File: src/rtl/stsg_pkg.sv
package stsg_pkg;

  // Logistic map of a fixed-point LLR index onto an unsigned probability word.
  function automatic int unsigned logistic_word(int idx, int frac_bits, int prob_bits);
    real llr;
    real full;
    real p;
    int unsigned v;
    llr  = real'(idx) / real'(1 << frac_bits);
    full = real'(1 << prob_bits);
    p    = full / (1.0 + $exp(-llr));
    v    = int'($rtoi(p + 0.5));
    if (v > (1 << prob_bits) - 1) v = (1 << prob_bits) - 1;
    return v;
  endfunction

endpackage

File: src/rtl/stsg_scaler.sv
module stsg_scaler #(
  parameter int SYM_W       = 8,
  parameter int LUT_K       = 5,
  parameter int SCALE       = 3,
  parameter int SCALE_SHIFT = 4
) (
  input  logic [SYM_W-1:0] sym_i,
  output logic [LUT_K-1:0] idx_o
);
  localparam int PROD_W = SYM_W + 16;
  localparam logic signed [PROD_W-1:0] IDX_MAX = PROD_W'((1 <<< (LUT_K - 1)) - 1);
  localparam logic signed [PROD_W-1:0] IDX_MIN = -PROD_W'(1 <<< (LUT_K - 1));

  logic signed [PROD_W-1:0] sym_ext;
  logic signed [PROD_W-1:0] prod;
  logic signed [PROD_W-1:0] shifted;

  always_comb begin
    sym_ext = PROD_W'($signed(sym_i));
    prod    = sym_ext * $signed(PROD_W'(SCALE));
    shifted = prod >>> SCALE_SHIFT;
    if (shifted > IDX_MAX)      idx_o = IDX_MAX[LUT_K-1:0];
    else if (shifted < IDX_MIN) idx_o = IDX_MIN[LUT_K-1:0];
    else                        idx_o = shifted[LUT_K-1:0];
  end

endmodule

File: src/rtl/stsg_prob_lut.sv
module stsg_prob_lut
  import stsg_pkg::*;
#(
  parameter int LUT_K    = 5,
  parameter int PROB_W   = 8,
  parameter int LLR_FRAC = 2
) (
  input  logic [LUT_K-1:0]  idx_i,
  output logic [PROB_W-1:0] prob_o
);
  localparam int ENTRIES = 1 << LUT_K;

  logic [PROB_W-1:0] tbl [ENTRIES];

  // Entry i holds the two's-complement index i read as a signed LLR.
  for (genvar i = 0; i < ENTRIES; i++) begin : g_ent
    localparam int SIDX = (i >= ENTRIES / 2) ? i - ENTRIES : i;
    localparam int unsigned PVAL = logistic_word(SIDX, LLR_FRAC, PROB_W);
    assign tbl[i] = PVAL[PROB_W-1:0];
  end

  assign prob_o = tbl[idx_i];

endmodule

File: src/rtl/stsg_cmp.sv
module stsg_cmp #(
  parameter int PROB_W = 8
) (
  input  logic              clk,
  input  logic              rst_n,
  input  logic              en_i,
  input  logic [PROB_W-1:0] prob_i,
  input  logic [PROB_W-1:0] rnd_i,
  output logic              bit_o
);
  logic bit_d;
  logic bit_q;

  always_comb begin
    bit_d = bit_q;
    if (en_i) bit_d = (prob_i > rnd_i);
  end

  always_ff @(posedge clk or negedge rst_n) begin
    if (!rst_n) bit_q <= 1'b0;
    else        bit_q <= bit_d;
  end

  assign bit_o = bit_q;


  tie_zero_chk: assert property (@(posedge clk) disable iff (!rst_n)
    (en_i && prob_i == rnd_i) |=> !bit_q);


  cmp_latency_chk: assert property (@(posedge clk) disable iff (!rst_n)
    en_i |=> (bit_q == ($past(prob_i) > $past(rnd_i))));

endmodule

File: src/rtl/stoch_stream_gen.sv
module stoch_stream_gen #(
  parameter int SYM_W       = 8,
  parameter int PROB_W      = 8,
  parameter int LUT_K       = 5,
  parameter int LLR_FRAC    = 2,
  parameter int SCALE       = 3,
  parameter int SCALE_SHIFT = 4
) (
  input  logic              clk,
  input  logic              rst_n,
  input  logic              load_i,
  input  logic [SYM_W-1:0]  sym_i,
  input  logic [PROB_W-1:0] rnd_i,
  output logic              bit_o
);
  localparam logic [PROB_W-1:0] HALF = PROB_W'(1 << (PROB_W - 1));

  logic [1:0]        rst_sync_q;
  logic              rst_sync_n;
  logic [LUT_K-1:0]  idx_w;
  logic [PROB_W-1:0] lut_prob;
  logic [PROB_W-1:0] prob_d;
  logic [PROB_W-1:0] prob_q;

  // Reset asserts asynchronously and releases on the clock.
  always_ff @(posedge clk or negedge rst_n) begin
    if (!rst_n) rst_sync_q <= 2'b00;
    else        rst_sync_q <= {rst_sync_q[0], 1'b1};
  end
  assign rst_sync_n = rst_sync_q[1];

  stsg_scaler #(
    .SYM_W(SYM_W), .LUT_K(LUT_K), .SCALE(SCALE), .SCALE_SHIFT(SCALE_SHIFT)
  ) u_scale (
    .sym_i(sym_i),
    .idx_o(idx_w)
  );

  stsg_prob_lut #(
    .LUT_K(LUT_K), .PROB_W(PROB_W), .LLR_FRAC(LLR_FRAC)
  ) u_lut (
    .idx_i (idx_w),
    .prob_o(lut_prob)
  );

  always_comb begin
    prob_d = prob_q;
    if (load_i) prob_d = lut_prob;
  end

  always_ff @(posedge clk or negedge rst_sync_n) begin
    if (!rst_sync_n) prob_q <= '0;
    else             prob_q <= prob_d;
  end

  stsg_cmp #(.PROB_W(PROB_W)) u_cmp (
    .clk   (clk),
    .rst_n (rst_sync_n),
    .en_i  (1'b1),
    .prob_i(prob_q),
    .rnd_i (rnd_i),
    .bit_o (bit_o)
  );


  hold_chk: assert property (@(posedge clk) disable iff (!rst_sync_n)
    !load_i |=> $stable(prob_q));


  zero_prob_chk: assert property (@(posedge clk) disable iff (!rst_sync_n)
    (prob_q == '0) |=> !bit_o);


  scale_sign_chk: assert property (@(posedge clk) disable iff (!rst_sync_n)
    sym_i[SYM_W-1] == idx_w[LUT_K-1]);


  lut_half_chk: assert property (@(posedge clk) disable iff (!rst_sync_n)
    load_i |=> ((prob_q >= HALF) == !$past(idx_w[LUT_K-1])));

endmodule

File: config.mk
export PLATFORM = sky130hd
export DESIGN_NAME = stoch_stream_gen
export DESIGN_NICKNAME = d
export VERILOG_FILES = /design/src/rtl/stsg_pkg.sv /design/src/rtl/stsg_scaler.sv /design/src/rtl/stsg_prob_lut.sv /design/src/rtl/stsg_cmp.sv /design/src/rtl/stoch_stream_gen.sv
export SDC_FILE = /design/constraint.sdc
export NUM_CORES = 1
export LEC_CHECK = 0
export BUFFER_PORTS_ARGS = -buffer_cell sky130_fd_sc_hd__clkbuf_2
export CAP_MARGIN = 20
export CORE_MARGIN = 2
export CORE_UTILIZATION = 50
export DETAILED_ROUTE_END_ITERATION = 8
export GPL_TIMING_DRIVEN = 0
export PLACE_DENSITY = 0.7
export SYNTH_ARGS = -nofsm -noshare
export SYNTH_HDL_FRONTEND = slang
export SYNTH_SLANG_ARGS = --single-unit
File: constraint.sdc
create_clock -name clk -period 0.8 [get_ports clk]
set_input_delay 0.16 -clock clk [delete_from_list [all_inputs] [get_ports clk]]
set_output_delay 0.16 -clock clk [all_outputs]
set_load 0.02 [all_outputs]
==> impl_metrics.ini <==
[timing]
final-setup-viol-count = 10
worst_clock_skew_ps = 1.97
fin_crit_sh_pct = 345
maxSlewHeadroom_pct = 62.3
grt_setup_unrepaired = yes
finalHoldViolCount = 0
setup_ws_ps = -1960
finalCriticalPeriod_ps = 2760
tightest_slew_ps = 565
fin_hold_ws_ps = 143
drv_slew = 0
timing.setup.tns_ps = -15090
fmax_mhz = 362

[synthesis]
yosysTopAreaCellShare_pct = 18.5
synthTopCellsByArea = ha_1 18%, dfrtp_1 16%, a21oi_1 4.0%
synth_fa_ha_area_share_pct = 18.5
synth.distinct_cells = 65
synth_top_family_by_area = compound AO/OA/AOI/OAI gates
synth-xor-area-share_pct = 4.05
synth_mux_area_share_pct = 2.27
synth_nets = 245
avgSynthCellArea_um2 = 8.81
syn_area_um2 = 1760
synth-simple-area-share_pct = 14.6
synth_edf_count = 0
synthArstFlopShare_pct = 100
yosysWarnings = 0
syn_inst = 200
post-synth-top-area-cell = ha_1
synth_seq_cells = 11
synth-compound-area-share_pct = 37.5
ys_seq_area_share_pct = 15.6
synth_ff_type = dfrtp_1

[critical_path]
crit_fanout = 6
cpMostUsedCell = ha_4
setup.worst_path.start_class = input pin
worst_ep_arrival_time_ps = 2910
critical_path_class = input pin to register
cp_top_family = compound AO/OA/AOI/OAI gates
crit_required_ps = 950
cp_cell_sequence = clkbuf_16, ha_4, ha_4, a41o_4, o211ai_1, buf_4, nand2_4, nor2_4, nor3_4, a31o_4, ha_4, a31oi_1, a211o_1, a221o_1
end_kind = register
cpPeakStageDelay_ps = 290
critPathSlowestCell = ha_4
critPathBufInv = 2

[global_routing]
overflow = 0
grt_pass1_vias = 1827
grt_pass1_wl_um = 8670
grt_max_degree = 11
gr-usage-all-layers_pct = 27.0
antenna_found_initial = 0

[run_status]
outcome = finished, violations left
failed_checks = setup timing

[route]
ant_nets = 0
drt_iter0_drc = 152
routed_wl_um = 5400
via_count = 1831
routedWlPerCell_um = 18.0
vias_per_cell = 6.12
firstDrtPassIters = 5
drc_errors = 0

[power]
max-vdd-ir-drop_uv = 855
p_leak_uw = 0.00113
p_per_area_nw_per_um2 = 1650

[flow_run]
drv_cap = 0

[floorplanning]
die_height_um = 63.4
placementRows = 21
core_area_um2 = 3360
die_w_um = 63.4
ios = 20
die_area_um2 = 4020
start_util_pct = 52.4

[place]
io_buffers = 19
place_hpwl_um = 3800
gp_congestion = 0.887

[clock_tree]
cts_max_path_buffers = 2
clk_pin_slew_ps = 60
cts-root-buf = clkbuf_4
cts_num_sinks = 11
cts_tree = yes
cts.htree.levels = 1
numCtsBuffers = 3
insertion_delay_ps = 260

[layout]
mostFrequentLayoutCell = buf_4
drive_above_1_share_pct = 46.6
final_cell_mix = 27 x buf_4, 16 x inv_1, 14 x clkbuf_2, 13 x ha_4
syn2layout_area_growth_pct = 50.9
fillCellCount = 230
num_antenna_cells = 0
fin_util_pct = 79.1
layout.nets = 299

[hold_path]
hold_path_class = register to async pin
-- registers in the layout (all words and copies together), names as in the netlist --
signal       count
u_cmp.bit_o      1
prob_q           8
rst_sync_q       2
-- timing repair --
action                                  CTS  global route
hold endpoints to repair                  2             0
resized for setup                        29            19
setup buffers                            31             3
hold buffers                              1             0
pin swaps                                28            14
endpoints found under the setup margin   10            10
-- final cells by class --
cell class,count,area (um2),share of cell area (%)
Tap cell,46,57.6,2.16
Clock buffer,4,26.3,0.988
Timing Repair Buffer,53,437,16.4
Multi-Input combinational cell,162,1770,66.4
Sequential cell,11,275,10.3
Inverter,19,73.8,2.78
Buffer,4,25.0,0.941
-- power by group --
group          switching, uW  internal, uW  leakage, uW
logic                   1690          1580     0.000978
clock network            165           192    0.0000150
registers               88.9           687     0.000133
total                   1940          2460      0.00113
-- synth_stat cells (2+ instances only) --
| cell | count |
|---|---|
| a211o_1 | 2 |
| a211oi_1 | 2 |
| a211oi_4 | 3 |
| a21o_1 | 3 |
| a21oi_1 | 14 |
| a221o_1 | 2 |
| a31o_2 | 2 |
| a31oi_1 | 3 |
| a41o_1 | 2 |
| and3_1 | 2 |
| buf_2 | 3 |
| buf_4 | 2 |
| buf_6 | 2 |
| dfrtp_1 | 11 |
| ha_1 | 26 |
| inv_1 | 18 |
| mux2i_1 | 4 |
| nand2_1 | 8 |
| nand3_1 | 4 |
| nor2_1 | 11 |
| nor2b_1 | 4 |
| nor3_1 | 6 |
| o211a_1 | 3 |
| o211ai_1 | 4 |
| o21a_1 | 3 |
| o21ai_0 | 6 |
| o21bai_1 | 4 |
| o221ai_1 | 2 |
| o22ai_1 | 3 |
| o311ai_1 | 3 |
| xnor2_1 | 4 |
-- per-stage QoR --
stage / cell area, um2 / worst slack, ps / total power, uW / std cells
after floorplan: 2010 / -2060 / 2710 / 200
after global placement: 2160 / -2460 / 3210 / 265
after detailed placement: 2160 / -2530 / 3270 / 265
after CTS: 2580 / -1900 / 4200 / 298
after global routing: 2660 / -1990 / 4670 / 299
final: 2660 / -1960 / 4400 / 299
-- final timing paths --
check                              start          end  cells past startpoint  slack, ps
max in group asynchronous  rst_sync_q[1]    prob_q[3]                      0        400
min in group clk                  load_i    prob_q[0]                      3        300
hold reg to reg            rst_sync_q[1]    prob_q[4]                      0        140
hold / removal             rst_sync_q[1]    prob_q[4]                      0        140
setup reg to reg               prob_q[1]  u_cmp.bit_o                      8       -780
setup / recovery                sym_i[3]    prob_q[0]                     14      -1960
-- routing by layer --
metal / vias to the layer above / routed length [um] / share of wire (%) / GRT usage (%)
met5: - / 0 / 0 / 0
met4: 0 / 105 / 1.9 / 7.88
li1: 867 / - / - / -
met1: 859 / 2270 / 42 / 34.7
met3: 13 / 366 / 6.8 / 3.57
met2: 92 / 2650 / 49 / 46.8
-- cell families after synthesis --
group / after synthesis
AOI/OAI and AO/OA: 77
xor gates and xnor gates: 6
adders and majority gates: 26
buffers and inverters: 27
DFF: 11
muxes: 4
other: 1
and+or+nand+nor: 48
(Power assumes the default switching activity.)
